File: config.mk
export PLATFORM = sky130hd
export DESIGN_NAME = ctx_irq_select
export DESIGN_NICKNAME = d
export VERILOG_FILES = /design/src/rtl/ctx_sel_pkg.sv /design/src/rtl/ctx_sel_mask.sv /design/src/rtl/ctx_sel_tree.sv /design/src/rtl/ctx_irq_select.sv
export SDC_FILE = /design/constraint.sdc
export NUM_CORES = 1
export LEC_CHECK = 0
export BUFFER_PORTS_ARGS = -buffer_cell sky130_fd_sc_hd__buf_2
export CORE_UTILIZATION = 25
export CTS_BUF_LIST = sky130_fd_sc_hd__clkbuf_16
export CTS_CLUSTER_SIZE = 30
export DETAILED_ROUTE_END_ITERATION = 8
export PLACE_DENSITY_LB_ADDON = 0.25
export RECOVER_POWER = 50
export SLEW_MARGIN = 20
export SYNTH_ARGS = -nofsm -noshare
export SYNTH_HDL_FRONTEND = slang
export SYNTH_HIERARCHICAL = 1
export SYNTH_SLANG_ARGS = --single-unit
File: constraint.sdc
create_clock -name clk -period 0.8 [get_ports clk]
set_input_delay 0.08 -clock clk [delete_from_list [all_inputs] [get_ports clk]]
set_output_delay 0.08 -clock clk [all_outputs]
set_load 0.02 [all_outputs]
File: src/rtl/ctx_sel_pkg.sv
package ctx_sel_pkg;
   localparam int PRIO_W = 3;
   localparam int WORD_W = 32;

   // Right-hand (higher ID) entry replaces the left only on strictly higher priority.
   function automatic logic take_hi(input logic lo_v, input logic [PRIO_W-1:0] lo_p,
                                    input logic hi_v, input logic [PRIO_W-1:0] hi_p);
      return hi_v && (!lo_v || (hi_p > lo_p));
   endfunction
endpackage

File: src/rtl/ctx_sel_mask.sv
module ctx_sel_mask
   import ctx_sel_pkg::*;
#(
   parameter int NUM_SRC = 64,
   parameter int WORDS   = (NUM_SRC + WORD_W - 1) / WORD_W,
   localparam int BITS   = WORDS * WORD_W
) (
   input  logic [BITS-1:0]        pend_i,
   input  logic [BITS-1:0]        en_i,
   input  logic [BITS-1:0]        claimed_i,
   input  logic [BITS*PRIO_W-1:0] prio_i,
   input  logic [PRIO_W-1:0]      thr_i,
   output logic [BITS-1:0]        cand_o
);
   function automatic logic [BITS-1:0] live_map();
      logic [BITS-1:0] m;
      for (int n = 0; n < BITS; n++) m[n] = (n != 0) && (n < NUM_SRC);
      return m;
   endfunction

   localparam logic [BITS-1:0] LIVE = live_map();

   logic [BITS-1:0] raw;
   logic [BITS-1:0] above;

   assign raw = pend_i & en_i & ~claimed_i;

   for (genvar w = 0; w < WORDS; w++) begin : g_word
      for (genvar b = 0; b < WORD_W; b++) begin : g_bit
         localparam int N = w * WORD_W + b;
         assign above[N] = prio_i[N*PRIO_W +: PRIO_W] > thr_i;
      end
   end

   assign cand_o = raw & above & LIVE;
endmodule

File: src/rtl/ctx_sel_tree.sv
module ctx_sel_tree
   import ctx_sel_pkg::*;
#(
   parameter int BITS    = 64,
   localparam int LEAVES = 1 << $clog2(BITS),
   localparam int ID_W   = $clog2(BITS)
) (
   input  logic [BITS-1:0]        cand_i,
   input  logic [BITS*PRIO_W-1:0] prio_i,
   output logic                   best_v_o,
   output logic [ID_W-1:0]        best_id_o
);
   logic              nv [2*LEAVES];
   logic [PRIO_W-1:0] np [2*LEAVES];
   logic [ID_W-1:0]   ni [2*LEAVES];

   assign nv[0] = 1'b0;
   assign np[0] = '0;
   assign ni[0] = '0;

   for (genvar i = 0; i < LEAVES; i++) begin : g_leaf
      if (i < BITS) begin : g_real
         assign nv[LEAVES+i] = cand_i[i];
         assign np[LEAVES+i] = prio_i[i*PRIO_W +: PRIO_W];
         assign ni[LEAVES+i] = ID_W'(i);
      end else begin : g_pad
         assign nv[LEAVES+i] = 1'b0;
         assign np[LEAVES+i] = '0;
         assign ni[LEAVES+i] = '0;
      end
   end

   // Node k merges 2k (lower IDs) and 2k+1 (higher IDs).
   for (genvar k = 1; k < LEAVES; k++) begin : g_node
      logic hi_sel;
      assign hi_sel = take_hi(nv[2*k], np[2*k], nv[2*k+1], np[2*k+1]);
      assign nv[k]  = nv[2*k] | nv[2*k+1];
      assign np[k]  = hi_sel ? np[2*k+1] : np[2*k];
      assign ni[k]  = hi_sel ? ni[2*k+1] : ni[2*k];
   end

   assign best_v_o  = nv[1];
   assign best_id_o = ni[1];
endmodule

File: src/rtl/ctx_irq_select.sv
module ctx_irq_select
   import ctx_sel_pkg::*;
#(
   parameter int NUM_SRC = 64,
   localparam int WORDS  = (NUM_SRC + WORD_W - 1) / WORD_W,
   localparam int BITS   = WORDS * WORD_W,
   localparam int ID_W   = $clog2(BITS)
) (
   input  logic                   clk,
   input  logic                   rst_n,
   input  logic [BITS-1:0]        pend_i,
   input  logic [BITS-1:0]        en_i,
   input  logic [BITS-1:0]        claimed_i,
   input  logic [BITS*PRIO_W-1:0] prio_i,
   input  logic [PRIO_W-1:0]      thr_i,
   output logic [ID_W-1:0]        win_id_o,
   output logic                   irq_o
);
   if (NUM_SRC < 2)    $error("NUM_SRC must be at least 2");
   if (NUM_SRC > 1024) $error("NUM_SRC above 1024 not supported");

   logic [BITS-1:0] cand;
   logic            best_v;
   logic [ID_W-1:0] best_id;

   ctx_sel_mask #(.NUM_SRC(NUM_SRC), .WORDS(WORDS)) u_mask (
      .pend_i    (pend_i),
      .en_i      (en_i),
      .claimed_i (claimed_i),
      .prio_i    (prio_i),
      .thr_i     (thr_i),
      .cand_o    (cand)
   );

   ctx_sel_tree #(.BITS(BITS)) u_tree (
      .cand_i    (cand),
      .prio_i    (prio_i),
      .best_v_o  (best_v),
      .best_id_o (best_id)
   );

   always_ff @(posedge clk or negedge rst_n) begin
      if (!rst_n) begin
         win_id_o <= '0;
         irq_o    <= 1'b0;
      end else begin
         win_id_o <= best_v ? best_id : '0;
         irq_o    <= best_v;
      end
   end
endmodule

== Word level (Yosys, flattened, before mapping) ==
Index checks and enable logic that the tools add are counted.

* Order comparisons: 126
* Multiplexer cells: 126
* Bitwise logic cells: 66
* Reductions and logical operators: 186

{| class="wikitable"
|+ Operators by type and width
! kind !! number
|-
| 3-bit > comparator || 126
|-
| 3-bit 2-to-1 mux || 70
|-
| 64-bit AND || 3
|-
| 64-bit NOT || 1
|-
| 1-bit logical AND || 62
|-
| 1-bit logical NOT || 62
|-
| 1-bit logical OR || 62
|-
| 1-bit OR || 62
|-
| 1-bit 2-to-1 mux || 32
|-
| 2-bit 2-to-1 mux || 16
|-
| 4-bit 2-to-1 mux || 4
|-
| 6-bit 2-to-1 mux || 2
|-
| 5-bit 2-to-1 mux || 2
|}

* Flip-flop bits (word level): 7
* Output and inout port bits: 7

== Logic depth before layout (Yosys ltp) ==
* Depth in word-level cells: 28
* Mapped depth: 57

== Hierarchy ==
The synthesis kept the hierarchy.

{| class="wikitable"
|+ Modules (own cells, without submodules)
! module !! instances !! cells an instance !! area each (um^2)
|-
| ctx_sel_tree || 1 || 1400 || 9382.7
|-
| ctx_sel_mask || 1 || 571 || 4594.4
|-
| ctx_irq_select || 1 || 13 || 212.7
|}

== Least setup slack after synthesis ==
Ideal clock, no wire load.

* Path type: input port to flip-flop
* From: in thr_i[2]
* To: reg win_id_o[2]
* Setup time: 0.119 ns
* Data arrival time: 9.893 ns
* Required time: 0.681 ns
* Slack: -9.212 ns
* Stages on the path: 50
* Buffers on the path: 2
* Cell sequence: inv_1 -> ha_1 -> nand3_1 -> nand4b_1 -> a21oi_1 -> o21ai_0 -> nand2_1 -> mux2i_1 -> inv_1 -> ha_1 -> nor2b_1 -> o21ai_0 -> maj3_1 -> a21oi_1 -> mux2i_1 -> inv_1 -> ha_1 -> a21o_1 -> (+14 left out) -> ha_1 -> a21o_1 -> a21oi_1 -> a31oi_1 -> o21ai_1 -> inv_1 -> a22o_1 -> ha_1 -> a21o_1 -> a21oi_1 -> a31oi_1 -> o21bai_1 -> nand2b_1 -> a21oi_1 -> o21a_1 -> nor2_1 -> o21a_1 -> and2_1

* Cells in the longest elaborated chain, start to end: 27
* Elaborated cells on any way between the ends: 421

{| class="wikitable"
|+ Ends and longest elaborated chain
! item !! line !! source
|-
| from (decl) || ctx_irq_select.sv:15 || <nowiki>input logic [PRIO_W-1:0] thr_i,</nowiki>
|-
| 3-bit > comparator * || ctx_sel_mask.sv:31 || <nowiki>assign above[N] = prio_i[N*PRIO_W +: PRIO_W] > thr_i;</nowiki>
|-
| 64-bit AND * || ctx_sel_mask.sv:35 || <nowiki>assign cand_o = raw & above & LIVE;</nowiki>
|-
| net cand[58] || ctx_irq_select.sv:22 || <nowiki>logic [BITS-1:0] cand;</nowiki>
|-
| 1-bit logical NOT || ctx_sel_pkg.sv:8 || <nowiki>return hi_v && (!lo_v || (hi_p > lo_p));</nowiki>
|-
| 1-bit logical OR || ctx_sel_pkg.sv:8 ||
|-
| 1-bit logical AND || ctx_sel_pkg.sv:8 ||
|-
| 3-bit 2-to-1 mux || ctx_sel_tree.sv:38 || <nowiki>assign np[k] = hi_sel ? np[2*k+1] : np[2*k];</nowiki>
|-
| 3-bit > comparator || ctx_sel_pkg.sv:8 ||
|-
| (+13 left out) || -- ||
|-
| 1-bit logical AND || ctx_sel_pkg.sv:8 ||
|-
| 3-bit 2-to-1 mux || ctx_sel_tree.sv:38 ||
|-
| 3-bit > comparator || ctx_sel_pkg.sv:8 ||
|-
| 1-bit logical OR || ctx_sel_pkg.sv:8 ||
|-
| 1-bit logical AND || ctx_sel_pkg.sv:8 ||
|-
| 6-bit 2-to-1 mux * || ctx_sel_tree.sv:39 || <nowiki>assign ni[k] = hi_sel ? ni[2*k+1] : ni[2*k];</nowiki>
|-
| net best_id[2] || ctx_irq_select.sv:24 || <nowiki>logic [ID_W-1:0] best_id;</nowiki>
|-
| 6-bit 2-to-1 mux * || ctx_irq_select.sv:47 || <nowiki>win_id_o <= best_v ? best_id : '0;</nowiki>
|-
| to (signal assigned) || ctx_irq_select.sv:47 ||
|-
| to (decl) || ctx_irq_select.sv:16 || <nowiki>output logic [ID_W-1:0] win_id_o,</nowiki>
|}

The timed path passes the listed nets; every way through them passes the cells marked *.

== Worst setup path after layout ==
* From: in thr_i[1]
* To: reg win_id_o[1]

* Elaborated cells on any way between the ends: 437

{| class="wikitable"
|+ RTL lines
! item !! line
|-
| 3-bit > comparator * || ctx_sel_mask.sv:31
|-
| 64-bit AND * || ctx_sel_mask.sv:35
|-
| net cand[37] || ctx_irq_select.sv:22
|-
| 1-bit logical AND || ctx_sel_pkg.sv:8
|-
| 3-bit 2-to-1 mux || ctx_sel_tree.sv:38
|-
| 3-bit > comparator || ctx_sel_pkg.sv:8
|-
| 1-bit logical OR || ctx_sel_pkg.sv:8
|-
| 1-bit logical AND || ctx_sel_pkg.sv:8
|-
| (+11 left out) || --
|-
| 1-bit logical AND || ctx_sel_pkg.sv:8
|-
| 3-bit 2-to-1 mux || ctx_sel_tree.sv:38
|-
| 3-bit > comparator || ctx_sel_pkg.sv:8
|-
| 1-bit logical OR || ctx_sel_pkg.sv:8
|-
| 1-bit logical AND || ctx_sel_pkg.sv:8
|-
| 6-bit 2-to-1 mux * || ctx_sel_tree.sv:39
|-
| net best_id[1] || ctx_irq_select.sv:24
|-
| 6-bit 2-to-1 mux * || ctx_irq_select.sv:47
|}

Marked as above.

==> impl_metrics.ini <==
[setup_path]
cpPeakStageDelay_ps = 320
arrival_ps = 8410
slowest_stage = a21oi_1
critPathTopFamily = buffers and inverters
end_kind = register
critPathMaxFanout = 9
cp.buffers_inverters = 36
path_class = in2reg
start_kind = primary input
worstPathRequired_ps = 910
critPathMostFrequentCell = buf_4

[drt]
wirelength_um = 60700
drt.antenna.violating_nets = 0
routedWlPerCell_um = 15.0
drt-initial-drc-count = 586
drc_errors = 0
via_count = 19880
vias_per_cell = 4.92
drtPass1Iterations = 5

[yosys]
yosysTopAreaCellShare_pct = 31.2
synthArstFlopShare_pct = 100
synth_edf_count = 0
synthesis.nets = 2727
synth_area_per_cell_sq_um = 7.15
yosysUniqueCellTypes = 81
synth_top_area_cell = ha_1
synth_area_leaders = ha_1 (31%), a21oi_1 (7.2%), inv_1 (6.6%)
synth_area_sq_mm = 0.0142
ys_ff_latch = 7
postSynthCellCount = 1984
synth.yosys.seq_area_share_pct = 1.23
synthFlopType = dfrtp_1
ys_warn_count = 6

[sta]
max_slew_margin_pct = 62.2
finalCriticalPeriod_ps = 8300
setup-violations-final = 14
timing.final.crit_share_pct = 1040
worstMarginPinSlew_ps = 562
rsz0062_at_grt = yes
hold_slack_ps = 290
hold_viol = 0
worst_slack_ps = -7500
max_freq_mhz = 121
finalMaxSlewViolations = 0

[clock_network]
numCtsBuffers = 3
tritoncts = built
htreeDepth = 1
clock_sinks = 7
clockBufferDepth = 2
clk_pin_slew_ps = 40
cts-root-buf = clkbuf_16

[status]
status = complete, but fails checks
violations = negative setup slack

[global_route]
antenna_found_initial = 3
grt_max_degree = 17
grt_pass1_vias = 20130
overflow = 0
grt_pass1_wl_um = 95200
grtUsageTotal_pct = 19.9

[floorplan]
floorplan.rows = 86
initial_core_util_pct = 25.5
coreArea_sq_mm = 0.0556
die_w_um = 240
die_y_um = 240
die-area_sq_mm = 0.0577
ios = 396

[place]
io_buffers = 392
gp_congestion = 0.897
pre_cts_slack_ps = -8230
dpl.hpwl_um = 50300

[pwr]
vdd_drop_max_mv = 0.919
p_leak_uw = 0.0134
power.density_mw_per_mm2 = 996

[cells_and_area]
final_common_cell = buf_4
final_layout_size_suffix_gt1_share_pct = 50.2
syn_to_final_growth_pct = 84.3
layout_common_cells = buf_4 (892), buf_2 (381), ha_1 (307), inv_1 (239), nand2_1 (142)
nets = 4035

[run]
maxCapViolations = 0

[worst_hold_path]
hold_path_class = in2async
==> worst paths after layout <==
kind	slack, ps	end	start	cells after the start
max	-7500	win_id_o[1]	thr_i[1]	57
min	290	irq_o	rst_n	2
max in group asynchronous	250	win_id_o[2]	rst_n	2
min in group clk	780	win_id_o[5]	win_id_o[5]	1
==> sequential cells by signal (all words and copies together) (netlist names) <==
signal    flops
irq_o         1
win_id_o      6
==> final cells by class <==
| cell class | instances | area [sq um] |
|---|---|---|
| multi-input cells | 1711 | 14700 |
| flip-flops and latches | 7 | 176 |
| fillers | 5531 | 29500 |
| repair buffers | 1320 | 9270 |
| well taps | 748 | 936 |
| clock buffers | 3 | 75.1 |
| diodes | 3 | 7.51 |
| clock inverters | 1 | 3.75 |
| inverters | 249 | 942 |
==> logic make-up after synthesis <==
kind of cell | count (synthesis) | share of synthesized area, %
AOI/OAI and AO/OA | 523 | 24.3
adders and majority gates | 362 | 31.8
and+or+nand+nor | 730 | 28.7
buffers and inverters | 266 | 7.10
muxes | 95 | 6.84
other | 1 | 0.0264
DFF | 7 | 1.23
==> metal layers <==
metal / vias to the layer above / track usage, % / routed length, um
li1: 10096 / - / -
met1: 9359 / 24.7 / 27500
met2: 359 / 37.2 / 30300
met3: 66 / 1.52 / 1910
met4: 0 / 3.49 / 1060
met5: - / 0 / 0
==> cell usage after synthesis (19+ instances only) <==
cell type and n:
and3_1 19, inv_1 248, o21ai_0 67, nand3_1 130, nand3b_1 88, mux2i_1 79
ha_1 354, o221ai_1 32, nor2_1 90, nor2b_1 50, nand4b_1 64, a21oi_1 205
nor3_1 51, o21a_1 33, nand2_1 150
==> per-stage QoR <==
stage               cell area, sq um  std cells  power (uW)  util (%)  TNS [ps]
global route                   26200       4041       28500      47.0    -50020
detailed placement             23200       3869       20200      41.7    -51640
CTS                            25100       4008       24000      45.1    -46880
finish                         26200       4042       26100      47.0    -47150
floorplan                      14600       1984       10500         -    -52270
global placement               23200       3869       19600      41.7    -50020
==> where the power goes <==
group          total (uW)  leakage (uW)  internal, uW  switching [uW]
sequential            685     0.0000829           535             150
clock                 865     0.0000423           653             212
combinational       24500        0.0133         13500           11000
total               26100        0.0134         14700           11400
==> timing repair <==
| item | in CTS | in global routing |
|---|---|---|
| setup endpoints to repair | 14 | 14 |
| pin swaps | 76 | 69 |
| endpoints found under the hold margin | 7 | 0 |
| resized for setup | 180 | 153 |
| gates cloned | 1 | 1 |
| hold buffers | 1 | 0 |
| buffers inserted | 133 | 31 |
Note: power is estimated with default switching activity, not from simulation.
